`src/rtl/mc_pkg.sv`:
```
package mc_pkg;

  localparam int unsigned MC_NUM_GCLK = 3;
  localparam int unsigned MC_CSRC_W   = $clog2(MC_NUM_GCLK + 1);
  localparam int unsigned MC_MODE_W   = 3;

  typedef enum logic [MC_MODE_W-1:0] {
    MODE_D     = 3'd0,
    MODE_T     = 3'd1,
    MODE_JK    = 3'd2,
    MODE_SR    = 3'd3,
    MODE_LATCH = 3'd4
  } reg_mode_e;

  typedef enum logic [1:0] {
    DSRC_LOGIC = 2'd0,
    DSRC_TERM  = 2'd1,
    DSRC_PIN   = 2'd2,
    DSRC_ALT   = 2'd3
  } dsrc_e;

  typedef enum logic [1:0] {
    CLR_OFF    = 2'd0,
    CLR_GLOBAL = 2'd1,
    CLR_TERM   = 2'd2,
    CLR_BOTH   = 2'd3
  } clr_src_e;

  // Packed MSB first; bit 0 is mode[0].
  typedef struct packed {
    logic                  fb_reg;     // 17
    logic                  pin_reg;    // 16
    logic                  set_tsel;   // 15
    logic                  clr_tsel;   // 14
    logic                  en_tsel;    // 13
    logic                  clk_tsel;   // 12
    logic                  dat_tsel;   // 11
    logic                  set_en;     // 10
    logic [1:0]            clr_src;    // 9:8
    logic                  ce_en;      // 7
    logic [MC_CSRC_W-1:0]  csrc;       // 6:5
    logic [1:0]            dsrc;       // 4:3
    logic [MC_MODE_W-1:0]  mode;       // 2:0
  } mc_cfg_t;

  localparam int unsigned MC_CFG_W = $bits(mc_cfg_t);

endpackage

```
`src/rtl/mc_term_route.sv`:
```
module mc_term_route
  import mc_pkg::*;
#(
  parameter int unsigned NUM_GCLK = MC_NUM_GCLK,
  localparam int unsigned CSRC_W  = $clog2(NUM_GCLK + 1)
) (
  input  logic              comb_i,
  input  logic              pt_a_i,
  input  logic              pt_b_i,
  input  logic              pin_i,
  input  logic              gclr_i,
  input  logic [1:0]        dsrc_i,
  input  logic [CSRC_W-1:0] csrc_i,
  input  logic              ce_en_i,
  input  logic [1:0]        clr_src_i,
  input  logic              set_en_i,
  input  logic              dat_tsel_i,
  input  logic              clk_tsel_i,
  input  logic              en_tsel_i,
  input  logic              clr_tsel_i,
  input  logic              set_tsel_i,
  output logic              data_o,
  output logic              clk_term_o,
  output logic              en_o,
  output logic              clr_o,
  output logic              set_o
);

  logic dat_term, en_term, clr_term, set_term;
  logic term_clk_sel;

  assign dat_term   = dat_tsel_i ? pt_b_i : pt_a_i;
  assign clk_term_o = clk_tsel_i ? pt_b_i : pt_a_i;
  assign en_term    = en_tsel_i  ? pt_b_i : pt_a_i;
  assign clr_term   = clr_tsel_i ? pt_b_i : pt_a_i;
  assign set_term   = set_tsel_i ? pt_b_i : pt_a_i;

  assign term_clk_sel = (csrc_i == CSRC_W'(NUM_GCLK));

  always_comb begin
    unique case (dsrc_e'(dsrc_i))
      DSRC_TERM: data_o = dat_term;
      DSRC_PIN:  data_o = pin_i;
      default:   data_o = comb_i;
    endcase
  end

  // Enable only gates the global clocks.
  assign en_o = (ce_en_i && !term_clk_sel) ? en_term : 1'b1;

  always_comb begin
    unique case (clr_src_e'(clr_src_i))
      CLR_GLOBAL: clr_o = gclr_i;
      CLR_TERM:   clr_o = clr_term;
      CLR_BOTH:   clr_o = gclr_i | clr_term;
      default:    clr_o = 1'b0;
    endcase
  end

  assign set_o = set_en_i & set_term;

endmodule

```
`src/rtl/mc_clk_sense.sv`:
```
module mc_clk_sense #(
  parameter int unsigned NUM_SRC = 4,
  localparam int unsigned SEL_W  = $clog2(NUM_SRC)
) (
  input  logic               clk_i,
  input  logic               rst_i,
  input  logic [NUM_SRC-1:0] src_i,
  input  logic [SEL_W-1:0]   sel_i,
  output logic               lvl_o,
  output logic               rise_o
);

  logic [NUM_SRC-1:0] prev_vec;

  for (genvar g = 0; g < NUM_SRC; g++) begin : g_prev
    logic smp_q;
    always_ff @(posedge clk_i) begin
      if (rst_i) smp_q <= 1'b0;
      else       smp_q <= src_i[g];
    end
    assign prev_vec[g] = smp_q;
  end

  assign lvl_o  = src_i[sel_i];
  assign rise_o = src_i[sel_i] & ~prev_vec[sel_i];

  // A detected edge leaves the stored sample high, so no edge can follow directly.
  AST_NO_BACK_TO_BACK_EDGE: assert property (@(posedge clk_i) disable iff (rst_i)
    (rise_o && $stable(sel_i)) |=> !rise_o) else $error("edge seen twice");

endmodule

```
`src/rtl/mc_next_state.sv`:
```
module mc_next_state
  import mc_pkg::*;
(
  input  logic [MC_MODE_W-1:0] mode_i,
  input  logic                 q_i,
  input  logic                 d_i,
  input  logic                 j_i,
  input  logic                 k_i,
  input  logic                 fire_i,
  input  logic                 open_i,
  input  logic                 clr_i,
  input  logic                 set_i,
  output logic                 nxt_o
);

  logic func_nxt;

  always_comb begin
    func_nxt = q_i;
    case (mode_i)
      MODE_T: begin
        if (fire_i && d_i) func_nxt = ~q_i;
      end
      MODE_JK: begin
        if (fire_i) begin
          case ({j_i, k_i})
            2'b10:   func_nxt = 1'b1;
            2'b01:   func_nxt = 1'b0;
            2'b11:   func_nxt = ~q_i;
            default: func_nxt = q_i;
          endcase
        end
      end
      MODE_SR: begin
        if (fire_i) begin
          case ({j_i, k_i})
            2'b10:   func_nxt = 1'b1;
            2'b01:   func_nxt = 1'b0;
            default: func_nxt = q_i;
          endcase
        end
      end
      MODE_LATCH: begin
        if (open_i) func_nxt = d_i;
      end
      default: begin
        if (fire_i) func_nxt = d_i;
      end
    endcase
  end

  // Clear outranks set; both outrank the clocked function.
  always_comb begin
    if (clr_i)      nxt_o = 1'b0;
    else if (set_i) nxt_o = 1'b1;
    else            nxt_o = func_nxt;
  end

endmodule

```
`src/rtl/mc_macro_reg.sv`:
```
module mc_macro_reg
  import mc_pkg::*;
#(
  parameter int unsigned NUM_GCLK = MC_NUM_GCLK,
  localparam int unsigned NUM_CSRC = NUM_GCLK + 1,
  localparam int unsigned CFG_W    = MC_CFG_W
) (
  input  logic                clk_i,
  input  logic                rst_i,
  input  logic [CFG_W-1:0]    cfg_i,
  input  logic                comb_i,
  input  logic                pt_a_i,
  input  logic                pt_b_i,
  input  logic                pin_i,
  input  logic [NUM_GCLK-1:0] gclk_i,
  input  logic                gclr_i,
  output logic                pin_o,
  output logic                fb_o
);

  mc_cfg_t cfg;
  assign cfg = mc_cfg_t'(cfg_i);

  logic data_sel, clk_term, en_sel, clr_act, set_act;
  logic clk_lvl, clk_rise, fire, open_lat;
  logic st_q, st_nxt, pin_q, fb_q;

  mc_term_route #(.NUM_GCLK(NUM_GCLK)) route_i (
    .comb_i    (comb_i),
    .pt_a_i    (pt_a_i),
    .pt_b_i    (pt_b_i),
    .pin_i     (pin_i),
    .gclr_i    (gclr_i),
    .dsrc_i    (cfg.dsrc),
    .csrc_i    (cfg.csrc),
    .ce_en_i   (cfg.ce_en),
    .clr_src_i (cfg.clr_src),
    .set_en_i  (cfg.set_en),
    .dat_tsel_i(cfg.dat_tsel),
    .clk_tsel_i(cfg.clk_tsel),
    .en_tsel_i (cfg.en_tsel),
    .clr_tsel_i(cfg.clr_tsel),
    .set_tsel_i(cfg.set_tsel),
    .data_o    (data_sel),
    .clk_term_o(clk_term),
    .en_o      (en_sel),
    .clr_o     (clr_act),
    .set_o     (set_act)
  );

  mc_clk_sense #(.NUM_SRC(NUM_CSRC)) sense_i (
    .clk_i (clk_i),
    .rst_i (rst_i),
    .src_i ({clk_term, gclk_i}),
    .sel_i (cfg.csrc),
    .lvl_o (clk_lvl),
    .rise_o(clk_rise)
  );

  assign fire     = clk_rise & en_sel;
  assign open_lat = clk_lvl & en_sel;

  mc_next_state nxt_i (
    .mode_i(cfg.mode),
    .q_i   (st_q),
    .d_i   (data_sel),
    .j_i   (pt_a_i),
    .k_i   (pt_b_i),
    .fire_i(fire),
    .open_i(open_lat),
    .clr_i (clr_act),
    .set_i (set_act),
    .nxt_o (st_nxt)
  );

  always_ff @(posedge clk_i) begin
    if (rst_i) begin
      st_q  <= 1'b0;
      pin_q <= 1'b0;
      fb_q  <= 1'b0;
    end else begin
      st_q  <= st_nxt;
      pin_q <= cfg.pin_reg ? st_nxt : comb_i;
      fb_q  <= cfg.fb_reg  ? st_nxt : comb_i;
    end
  end

  assign pin_o = pin_q;
  assign fb_o  = fb_q;

  AST_CLEAR_FORCES_ZERO: assert property (@(posedge clk_i) disable iff (rst_i)
    clr_act |=> !st_q) else $error("clear ignored");
  AST_CLEAR_OVER_SET: assert property (@(posedge clk_i) disable iff (rst_i)
    (clr_act && set_act) |=> !st_q) else $error("set beat clear");
  AST_SET_FORCES_ONE: assert property (@(posedge clk_i) disable iff (rst_i)
    (set_act && !clr_act) |=> st_q) else $error("set ignored");
  AST_FLOP_HOLDS_NO_EDGE: assert property (@(posedge clk_i) disable iff (rst_i)
    (cfg.mode != MODE_LATCH && !fire && !clr_act && !set_act) |=> $stable(st_q))
    else $error("state moved without edge");
  AST_PIN_TRACKS_STATE: assert property (@(posedge clk_i) disable iff (rst_i)
    cfg.pin_reg |=> (pin_o == st_q)) else $error("pin path not registered");
  AST_FB_TRACKS_LOGIC: assert property (@(posedge clk_i) disable iff (rst_i)
    !cfg.fb_reg |=> (fb_o == $past(comb_i))) else $error("feedback not combinational");

endmodule

```
`config.mk`:
```
export PLATFORM = sky130hd
export DESIGN_NAME = mc_macro_reg
export DESIGN_NICKNAME = d
export VERILOG_FILES = /design/src/rtl/mc_pkg.sv /design/src/rtl/mc_term_route.sv /design/src/rtl/mc_clk_sense.sv /design/src/rtl/mc_next_state.sv /design/src/rtl/mc_macro_reg.sv
export SDC_FILE = /design/constraint.sdc
export NUM_CORES = 1
export LEC_CHECK = 0
export BUFFER_PORTS_ARGS = -buffer_cell sky130_fd_sc_hd__buf_4
export CORE_UTILIZATION = 42
export CTS_CLUSTER_SIZE = 40
export DETAILED_ROUTE_END_ITERATION = 12
export GPL_TIMING_DRIVEN = 0
export PLACE_DENSITY = 0.87
export SLEW_MARGIN = 30
export SYNTH_ARGS = -nofsm -noshare
export SYNTH_HDL_FRONTEND = slang
export SYNTH_HIERARCHICAL = 1
export SYNTH_SLANG_ARGS = --single-unit
```
`constraint.sdc`:
```
create_clock -name clk_i -period 3.2 [get_ports clk_i]
set_clock_uncertainty 0.2 [all_clocks]
set_input_delay 0.48 -clock clk_i [delete_from_list [all_inputs] [get_ports clk_i]]
set_output_delay 0.48 -clock clk_i [all_outputs]
set_load 0.05 [all_outputs]
```
==> out/qor.csv <==
metric;value;unit
status;completed;
Worst Hold End;st_q;
Comb pwr share;0.353;
Root Driver;clkbuf_4;
Peak VDD IR;245;uV
full die area;1470;um2
H-tree depth;1;
Area after DPL;788;um2
Max transition margin;0.805;
Cell Count, Final, Fillers Out;106;
Area Overhead vs Synth;47.3;%
worst hold slack;0.245;ns
Die Height;38.3;um
routability congestion estimate from global placement;0.746;
Setup WS pre-CTS;0.339;ns
final worst slack;0.581;ns
Post-Place Cells;102;
Yosys top cell by area;dfxtp_1;
Power per Cell Area;328;nW/um2
clock-pin slew on the worst setup and hold paths;0.05;ns
post-route cell area;815;um2
post-CTS setup buffers;0;
Synth area leaders;dfxtp_1 (25%), mux2i_1 (11%), mux4_2 (8.1%), nor2b_1 (7.9%), ha_1 (6.8%);
antenna-violating nets left;0;
syn avg cell area;9.37;um2
Total Power;0.267;mW
Switching Fraction;0.278;
f_max;382;MHz
max incr delay on CP;0.47;ns
Site Rows;12;
routed wire length;1310;um
RR Endpoint;fb_o;
cell area after synthesis;553;um2
Int Pwr;0.193;mW
Die X;38.3;um
power share of the clock group;0.286;
worst-path cell chain;buf_4, mux2_2, mux4_2, and2_1, or4b_1, o21ai_1, a21oi_1, o211ai_2, mux2i_1, nor2_1;
DRC;0;
fin. max-slew vios;0;
Max clock buf depth;2;
total gr overflow;0;
Reg power frac;0.361;
Sw Pwr;0.0743;mW
worst endpoint required time;3.18;ns
synthesized netlist cell count;59;
PortBufs;29;
Worst Setup Path Type;input pin to flip-flop;
Reg2Reg Setup Slack;1.13;ns
final setup fails;0;
Hold Path Origin;rst_i;
routed length per instance;12.3;um
Arr. time, crit path;2.60;ns
layout cells sized above 1;0.413;
vias in the first global route;511;
CTS Buf Count;3;
CTS tree;yes;
crit-path max FO;7;
Final Core Density;0.696;
reg2reg path depth;8;
Hold WC Path Type;input pin to flip-flop;
critical path buffer and inverter count;1;
Slowest cell on crit path;mux4_2;
Worst-Skew Late Latency;0.24;ns
vias per std cell;5.36;
clk sinks;7;
Static Leakage;0.395;nW
Yosys top cell area share;0.253;
CP top delay family;multiplexers;
EDFF count, synth;0;
initial antenna violation count;0;
flops & latches, synth;7;
Filler cells;100;
io pins;30;
setup TNS;0;ns
1st-iter DRT viols;4;
async set-reset flop share out of synthesis;0;
Cell variety after synth;27;
Core ar.;1170;um2
Final Cycle Share;0.818;
via count;568;
Mapped Nets;90;
FF-to-FF Start;sense_i/g_prev[3].smp_q;
Fin. Hold Viols;0;
dominant synthesized flop cell;dfxtp_1;
post-synthesis sequential area ratio;0.253;
DRT Pass-1 Iters;4;
dpl hpwl;1100;um
Slew @ Worst Pin;0.291;ns
Syn. warnings;6;
post-cts gate resize count;0;
CP startpoint kind;input pin;
Period minus WS final;2.62;ns
WHS Path Cells;2;
All-Layer GR Usage;0.203;
starting density of the core;0.472;
# nets final;124;
largest net degree at the start of global routing;9;
CP endpoint kind;flip-flop;
diodes inserted;0;
first-pass GRT wire length;2040;um
# Max-Cap Violations;0;
RSZ-0062 raised after global routing;no;
# hold bufs at CTS;0;
==> logic make-up after synthesis <==
family          Yosys count  share of synthesized area
buf+inv                   3                     0.0204
mux                      10                      0.238
simple gates             25                      0.269
fa+ha+maj                 3                     0.0679
flops                     7                      0.253
compound gates           11                      0.152
==> synthesized netlist by cell type, drive strengths merged, types with 2 or more instances <==
library cell and number:
and2 2, nor2 4, dfxtp 7, o21ai 2, mux2 2, ha 3, nand2b 2, mux4 2
mux2i 6, nor2b 7, nand2 3, inv 3, o211ai 4, a21oi 2
==> worst max path at each step <==
stage,start,to,slack [ns],depth (start not counted)
6_report,pt_a_i,fb_o,0.58,10
2_1_floorplan,cfg_i[12],fb_o,0.60,9
3_5_place_dp,pt_a_i,fb_o,0.34,10
5_1_grt,pt_a_i,pin_o,0.49,10
3_3_place_gp,cfg_i[12],fb_o,0.39,10
4_1_cts,pt_a_i,fb_o,0.61,10
==> registers in the layout, summed over array words and instances (netlist names) <==
signal                flops
fb_o                      1
pin_o                     1
sense_i/g_prev.smp_q      4
st_q                      1
==> layout make-up <==
type | instances | area, um2 | share of cell area
Clock buffer | 4 | 26.3 | 0.0323
Timing Repair Buffer | 29 | 218 | 0.267
Inverter | 3 | 11.3 | 0.0138
Multi-Input combinational cell | 49 | 402 | 0.493
Sequential cell | 7 | 140 | 0.172
Tap cell | 14 | 17.5 | 0.0215
==> power groups by stage <==
stage | logic [mW] | registers, mW | clock network [mW]
2_1_floorplan | 0.0428 | 0.105 | 0
3_3_place_gp | 0.0906 | 0.0977 | 0
3_5_place_dp | 0.0941 | 0.0980 | 0
4_1_cts | 0.0942 | 0.0964 | 0.0802
5_1_grt | 0.103 | 0.0967 | 0.0849
6_report | 0.0944 | 0.0964 | 0.0766
==> cells in the final DEF, fill, tap and decap left out, types with 2 or more instances in the layout <==
cell type,count
nor2_1,4
dfxtp_1,7
mux2i_1,6
nand2_1,3
a21oi_1,2
buf_4,29
nand2b_1,2
clkbuf_4,3
inv_1,3
mux4_2,2
ha_1,3
o211ai_1,3
and2_1,2
nor2b_1,7
==> routing by layer <==
metal	share of wire	vias to the layer above	global-route usage
met3	0.044	0	0.0349
li1	-	287	-
met1	0.44	258	0.237
met5	0	-	0
met4	0	0	0.0536
met2	0.52	23	0.373
No activity file was read; power rests on OpenSTA's default activity.
